==> src/rtl/incdec_pkg.sv <==
package incdec_pkg;
  typedef enum logic {
    DIR_UP   = 1'b0,
    DIR_DOWN = 1'b1
  } dir_e;

  // Bit that propagates a carry (up) or borrow (down).
  function automatic logic prop_bit(input logic a, input dir_e d);
    return (d == DIR_UP) ? a : ~a;
  endfunction
endpackage

==> src/rtl/incdec_ripple.sv <==
module incdec_ripple
  import incdec_pkg::*;
#(
  parameter int N = 7
) (
  input  logic [N-1:0] a,
  input  logic         dir_dec,
  input  logic         cin,
  output logic [N-1:0] y,
  output logic [N-1:0] prop
);
  logic [N-1:0] c;
  dir_e         dir;

  assign dir  = dir_e'(dir_dec);
  assign c[0] = cin;

  for (genvar i = 0; i < N; i++) begin : g_cell
    assign prop[i] = prop_bit(a[i], dir);
    assign y[i]    = a[i] ^ c[i];
    if (i < N - 1) begin : g_chain
      assign c[i+1] = c[i] & prop[i];
    end
  end
endmodule

==> src/rtl/incdec_lookahead.sv <==
module incdec_lookahead #(
  parameter int N = 5
) (
  input  logic [N-1:0] prop,
  output logic         all_prop
);
  // Wide NOR of the kill terms: the group passes a carry only if no bit kills it.
  assign all_prop = ~|(~prop);
endmodule

==> src/rtl/incdec_seg.sv <==
module incdec_seg #(
  parameter int LO_W  = 7,
  parameter int MID_W = 5,
  parameter int HI_W  = 3,
  parameter int W     = LO_W + MID_W + HI_W + 1
) (
  input  logic         clk,
  input  logic         rst,
  input  logic [W-1:0] val_in,
  input  logic         dir_dec,
  input  logic         cin,
  input  logic         refresh,
  output logic [W-1:0] val_out
);
  localparam int MID_LSB = LO_W;
  localparam int HI_LSB  = LO_W + MID_W;
  localparam int TOP_BIT = W - 1;

  logic [LO_W-1:0]  lo_y,  lo_p;
  logic [MID_W-1:0] mid_y, mid_p;
  logic [HI_W-1:0]  hi_y,  hi_p;
  logic             lo_all, mid_all, hi_all;
  logic             c_mid, c_hi, c_top;
  logic [W-1:0]     sum;

  // Low group: plain ripple, sees the external carry directly.
  incdec_ripple #(.N(LO_W)) u_lo (
    .a(val_in[LO_W-1:0]), .dir_dec(dir_dec), .cin(cin),
    .y(lo_y), .prop(lo_p)
  );
  incdec_lookahead #(.N(LO_W)) u_la_lo (.prop(lo_p), .all_prop(lo_all));

  // Refresh gate sits on the lookahead carry into the middle group.
  assign c_mid = cin & ~refresh & lo_all;

  incdec_ripple #(.N(MID_W)) u_mid (
    .a(val_in[HI_LSB-1:MID_LSB]), .dir_dec(dir_dec), .cin(c_mid),
    .y(mid_y), .prop(mid_p)
  );
  incdec_lookahead #(.N(MID_W)) u_la_mid (.prop(mid_p), .all_prop(mid_all));
  assign c_hi = c_mid & mid_all;

  incdec_ripple #(.N(HI_W)) u_hi (
    .a(val_in[TOP_BIT-1:HI_LSB]), .dir_dec(dir_dec), .cin(c_hi),
    .y(hi_y), .prop(hi_p)
  );
  incdec_lookahead #(.N(HI_W)) u_la_hi (.prop(hi_p), .all_prop(hi_all));
  assign c_top = c_hi & hi_all;

  assign sum = {val_in[TOP_BIT] ^ c_top, hi_y, mid_y, lo_y};

  always_ff @(posedge clk) begin
    if (rst) val_out <= '0;
    else     val_out <= sum;
  end
endmodule

==> config.mk <==
export PLATFORM = sky130hd
export DESIGN_NAME = incdec_seg
export DESIGN_NICKNAME = d
export VERILOG_FILES = /design/src/rtl/incdec_pkg.sv /design/src/rtl/incdec_ripple.sv /design/src/rtl/incdec_lookahead.sv /design/src/rtl/incdec_seg.sv
export SDC_FILE = /design/constraint.sdc
export NUM_CORES = 1
export LEC_CHECK = 0
export CAP_MARGIN = 20
export CORE_MARGIN = 2
export CORE_UTILIZATION = 35
export DETAILED_ROUTE_END_ITERATION = 8
export HOLD_SLACK_MARGIN = 0.1
export PLACE_DENSITY = 0.64
export SETUP_SLACK_MARGIN = 0.15
export SYNTH_ARGS = -nofsm -noshare
export SYNTH_HDL_FRONTEND = slang
export SYNTH_SLANG_ARGS = --single-unit
==> constraint.sdc <==
create_clock -name clk -period 3.75 [get_ports clk]
set_clock_uncertainty 0.15 [all_clocks]
set_input_delay 0.75 -clock clk [delete_from_list [all_inputs] [get_ports clk]]
set_output_delay 0.75 -clock clk [all_outputs]
set_load 0.1 [all_outputs]
# Yosys cells after proc, flatten, opt, wreduce, memory -nomap -nowiden
# Cells that the tools add are included.
# word_totals
reg_bits	16
input_bits	21
out_inout_bits	16
elab_cells	73
# classes
n_mux	15
bitwise_logic	51
n_reduce_logical	6
# op_table
op	count
$and 1x1->1	16
$not 1->1	16
$xor 1x1->1	16
$mux 1	15
$not 7->7	1
$reduce_or 7->1	1
$not 5->5	1
$reduce_or 5->1	1
$logic_not 1->1	3
$not 3->3	1
$reduce_or 3->1	1

# Depth between registers and ports, before layout
# logic_depth
depth_word	11
ltp_mapped	6
ltp_nobuf	4

# Hierarchy
# Synthesis repeated with hierarchy kept, for this count alone.
# unflattened
cells_unflattened	100
hier_area_um2	940.9
# modules_own_cells
mod	n_inst	cells_per_inst	area_each_um2	seq_area_each_um2
incdec_seg	1	39	461.7	320.3
incdec_ripple at u_lo	1	25	203.9	0.0
incdec_ripple at u_mid	1	19	162.7	0.0
incdec_ripple at u_hi	1	10	78.8	0.0
incdec_lookahead at u_la_lo	1	3	15.0	0.0
incdec_lookahead at u_la_mid	1	3	12.5	0.0
incdec_lookahead at u_la_hi	1	1	6.3	0.0

# Worst setup path after synthesis
# OpenSTA, ideal clock, no wires.
# synth_timing
path_kind	input -> register
startpoint	in dir_dec
endpoint	reg val_out[15]
setup_ns	0.123
arrival_time_ns	1.982
t_required_ns	3.477
setup_slack_ns	1.495
stages	6
path_buffers	2
path_cell_list	buf_4 buf_2 nor4b_1 mux2i_1 nor4_1 mux2_1
# synth_between
elab_chain_cells	8
elab_cells_between_ends	28
classes_between	mux (15); bitwise (7); reduce/logical (6)
# synth_lines
element	line	text
start, declared	incdec_seg.sv:10	input logic dir_dec,
$mux 1	incdec_pkg.sv:9	return (d == DIR_UP) ? a : ~a;
$not 7->7	incdec_lookahead.sv:8	assign all_prop = ~|(~prop);
$reduce_or 7->1	incdec_lookahead.sv:8	
$logic_not 1->1	incdec_lookahead.sv:8	
$and 1x1->1	incdec_seg.sv:34	assign c_mid = cin & ~refresh & lo_all;
$and 1x1->1	incdec_seg.sv:41	assign c_hi = c_mid & mid_all;
$and 1x1->1 *	incdec_seg.sv:48	assign c_top = c_hi & hi_all;
$xor 1x1->1 *	incdec_seg.sv:50	assign sum = {val_in[TOP_BIT] ^ c_top, hi_y, mid_y, lo_y};
end signal, assigned	incdec_seg.sv:54	else val_out <= sum;
end, declared	incdec_seg.sv:13	output logic [W-1:0] val_out
# Every way passes the cells marked *; elsewhere a longest branch is shown, timed or not.
# A chain may end at the register's enable or synchronous reset.

# Worst setup path after layout
# layout_timing
startpoint	in dir_dec
endpoint	reg val_out[14]
# layout_between
elab_chain_cells	9
elab_cells_between_ends	25
classes_between	mux (14); bitwise (7); reduce/logical (4)
# layout_lines
element	line	text
$mux 1	incdec_pkg.sv:9	
$not 7->7	incdec_lookahead.sv:8	
$reduce_or 7->1	incdec_lookahead.sv:8	
$logic_not 1->1	incdec_lookahead.sv:8	
$and 1x1->1	incdec_seg.sv:34	
$and 1x1->1	incdec_seg.sv:41	
$and 1x1->1	incdec_ripple.sv:22	assign c[i+1] = c[i] & prop[i];
$and 1x1->1 *	incdec_ripple.sv:22	
$xor 1x1->1 *	incdec_ripple.sv:20	assign y[i] = a[i] ^ c[i];
# Marked as above.

==> flow_metrics.env <==
export IMPL_status="completed"
export IMPL_seq_area_um2=320.3
export IMPL_dp_hpwl_mm=1.508
export IMPL_worstPathMaxFanout=15
export IMPL_ir_drop_mv=0.1860
export IMPL_clk_path_buf_depth=2
export IMPL_worst_pin_slew_ns=0.9713
export IMPL_die_h_um=55.33
export IMPL_dieArea_um2=3061
export IMPL_place_area_um2=1306
export IMPL_fin_hold_ws_ns=0.9543
export IMPL_clock_sinks=16
export IMPL_grt_total_usage=0.1304
export IMPL_gr_total_overflow=0
export IMPL_wl_per_cell_um=11.72
export IMPL_worstPathArrival_ns=2.80
export IMPL_drtIter0Drc=16
export IMPL_synth_xor_area_frac=0.07598
export IMPL_tritoncts="done"
export IMPL_htree_levels=1
export IMPL_synth_compound_area_share=0.1601
export IMPL_firstDrtPassIters=4
export IMPL_clkPwrFrac=0.243
export IMPL_muxShareOfSynthArea=0.06920
export IMPL_multi_input_area_um2=569.3
export IMPL_grt_pass1_vias=781
export IMPL_avgSynthCellArea_um2=8.867
export IMPL_placeableCoreArea_um2=2477
export IMPL_holdBufCountCts=0
export IMPL_combPwrFrac=0.360
export IMPL_finalNetCount=162
export IMPL_clkSlewWorstSetupHoldPaths_ns=0.10
export IMPL_cts_buffers=3
export IMPL_min_path_type="in -> reg"
export IMPL_seq_area_frac_synth=0.3474
export IMPL_syn_area_um2=922.1
export IMPL_rows=18
export IMPL_io_buffers=36
export IMPL_report_final_slew_viol_count=0
export IMPL_rsz0062_at_grt="false"
export IMPL_synth_warnings=0
export IMPL_synthSimpleGateAreaFrac=0.3121
export IMPL_drv_cap=0
export IMPL_largest_register_ffs=16
export IMPL_synth_top_family_by_area="simple AND/OR/NAND/NOR gates"
export IMPL_synth_seq_cells=16
export IMPL_die_x_um=55.33
export IMPL_synthCells=104
export IMPL_crit_path_end_kind="register"
export IMPL_seq_power_share=0.396
export IMPL_wl_met2_um=972
export IMPL_hold_viol=0
export IMPL_wl_met3_um=110
export IMPL_setup_worst_path_end="val_out[14]"
export IMPL_largest_register="val_out"
export IMPL_drive_gt1_frac=0.06429
export IMPL_p_leak_nw=0.4800
export IMPL_p_int_mw=0.2929
export IMPL_stdcell_count=170
export IMPL_remaining_drc_errors=0
export IMPL_p_sw_mw=0.1672
export IMPL_dpl_worst_slack_ns=0.6728
export IMPL_powerDensity_nw_per_um2=342.8
export IMPL_n_antenna_cell=0
export IMPL_worst_ep_required_time_ns=3.78
export IMPL_met1_length_um=890
export IMPL_grt_pass1_wl_mm=3.243
export IMPL_ant_nets=0
export IMPL_power_share_switching=0.3634
export IMPL_initial_core_util=0.3722
export IMPL_root_buffer="clkbuf_4"
export IMPL_timing_final_ws_setup_ns=0.9865
export IMPL_final_util=0.5419
export IMPL_reg_top3="val_out (16)"
export IMPL_power_mw=0.4602
export IMPL_startpoint="dir_dec"
export IMPL_critPathLaunchType="input port"
export IMPL_synth_cell_types=24
export IMPL_fin_tns_setup_ns=0
export IMPL_post_cts_buffers=0
export IMPL_pin_count=37
export IMPL_num_vias=900
export IMPL_antenna_found_initial=0
export IMPL_setup_violations=0
export IMPL_fin_crit_sh=0.7369
export IMPL_layout_min_cycle_time_ns=2.763
export IMPL_fmax_mhz=361.9
export IMPL_routabilityCongestion=0.7526
export IMPL_routed_via_density=5.294
export IMPL_relSlewSlack=0.3505
export IMPL_dr_max_layer_used="met4"
export IMPL_dp_cells=166
export IMPL_routed_wl_mm=1.992
export IMPL_final_cell_area_um2=1343
export IMPL_synth_adder_area_share=0
export IMPL_cts_resized=0
export IMPL_areaGrowthSynthToFinish_pct=45.59
export IMPL_grt_max_degree=22
export IMPL_fill_cells=255
export IMPL_syn_nets=125
export IMPL_crit_type="in -> reg"
worst max-delay path, stage by stage:
cell and delay, ns:
clkdlybuf4s50_1 0.73, nor4b_1 0.38, mux2i_1 0.24, nor4_1 0.34
mux2_1 0.35
placed cells by master (no fill, tap or decap), drive strengths merged, types with 2 or more instances in the layout:
cell,instances
buf,2
and4b,4
o31ai,6
xor2,3
dfxtp,16
nor2,12
or3,3
a21oi,12
nor4,3
nor2b,5
and3b,3
nor4b,4
mux2i,3
o21ai,6
clkbuf,4
clkdlybuf4s50,36
or4,6
xnor2,5
mux2,3
nor3b,2
cell usage after synthesis (all sizes together):
master,instances,area share
a21oi,12,0.065
and3b,3,0.028
and4b,4,0.043
buf,3,0.019
clkbuf,3,0.012
dfxtp,16,0.35
inv,1,0.0041
mux2,3,0.037
mux2i,3,0.033
nor2,12,0.049
nor2b,5,0.034
nor3b,2,0.016
nor4,3,0.020
nor4b,4,0.052
o211ai,1,0.014
o21ai,6,0.033
o31ai,6,0.049
or3,3,0.020
or4,6,0.049
xnor2,5,0.047
xor2,3,0.028
how the worst min path moves through the flow:
stage | startpoint | end | slack (ns) | cells past startpoint
5_1_grt | val_in[10] | val_out[10] | 0.96 | 3
6_report | val_in[11] | val_out[11] | 0.95 | 3
4_1_cts | val_in[10] | val_out[10] | 0.93 | 3
3_5_place_dp | val_in[10] | val_out[10] | 1.25 | 3
2_1_floorplan | val_in[0] | val_out[0] | 0.74 | 2
3_3_place_gp | val_in[10] | val_out[10] | 1.25 | 3
kinds of logic (layout without fill, tap and decap cells):
group / Yosys count / count (layout)
AOI/OAI and AO/OA: 25 / 25
xor gates and xnor gates: 8 / 8
buffers and inverters: 7 / 43
DFF: 16 / 16
muxes: 6 / 6
and+or+nand+nor: 42 / 42
layer usage:
metal  global-route usage  up-vias
met5                    0        -
met2               0.2279       26
met1               0.1490      413
met4              0.06272        0
met3              0.02810        2
li1                     -      459
power groups by stage:
stage | clock, mW | sequential (mW) | combinational (mW)
after floorplan | 0 | 0.263 | 0.0355
after global placement | 0 | 0.187 | 0.165
after detailed placement | 0 | 0.187 | 0.167
after CTS | 0.119 | 0.183 | 0.167
after global routing | 0.128 | 0.183 | 0.175
final | 0.112 | 0.182 | 0.166
layout make-up:
type                       count  area share
tap                           30     0.02796
timing repair buffer          38      0.2796
multi-input combinational     81      0.4240
sequential                    16      0.2386
inverter                       1    0.002796
clock buffer                   4     0.02703
No activity file was read; power rests on OpenSTA's default activity.
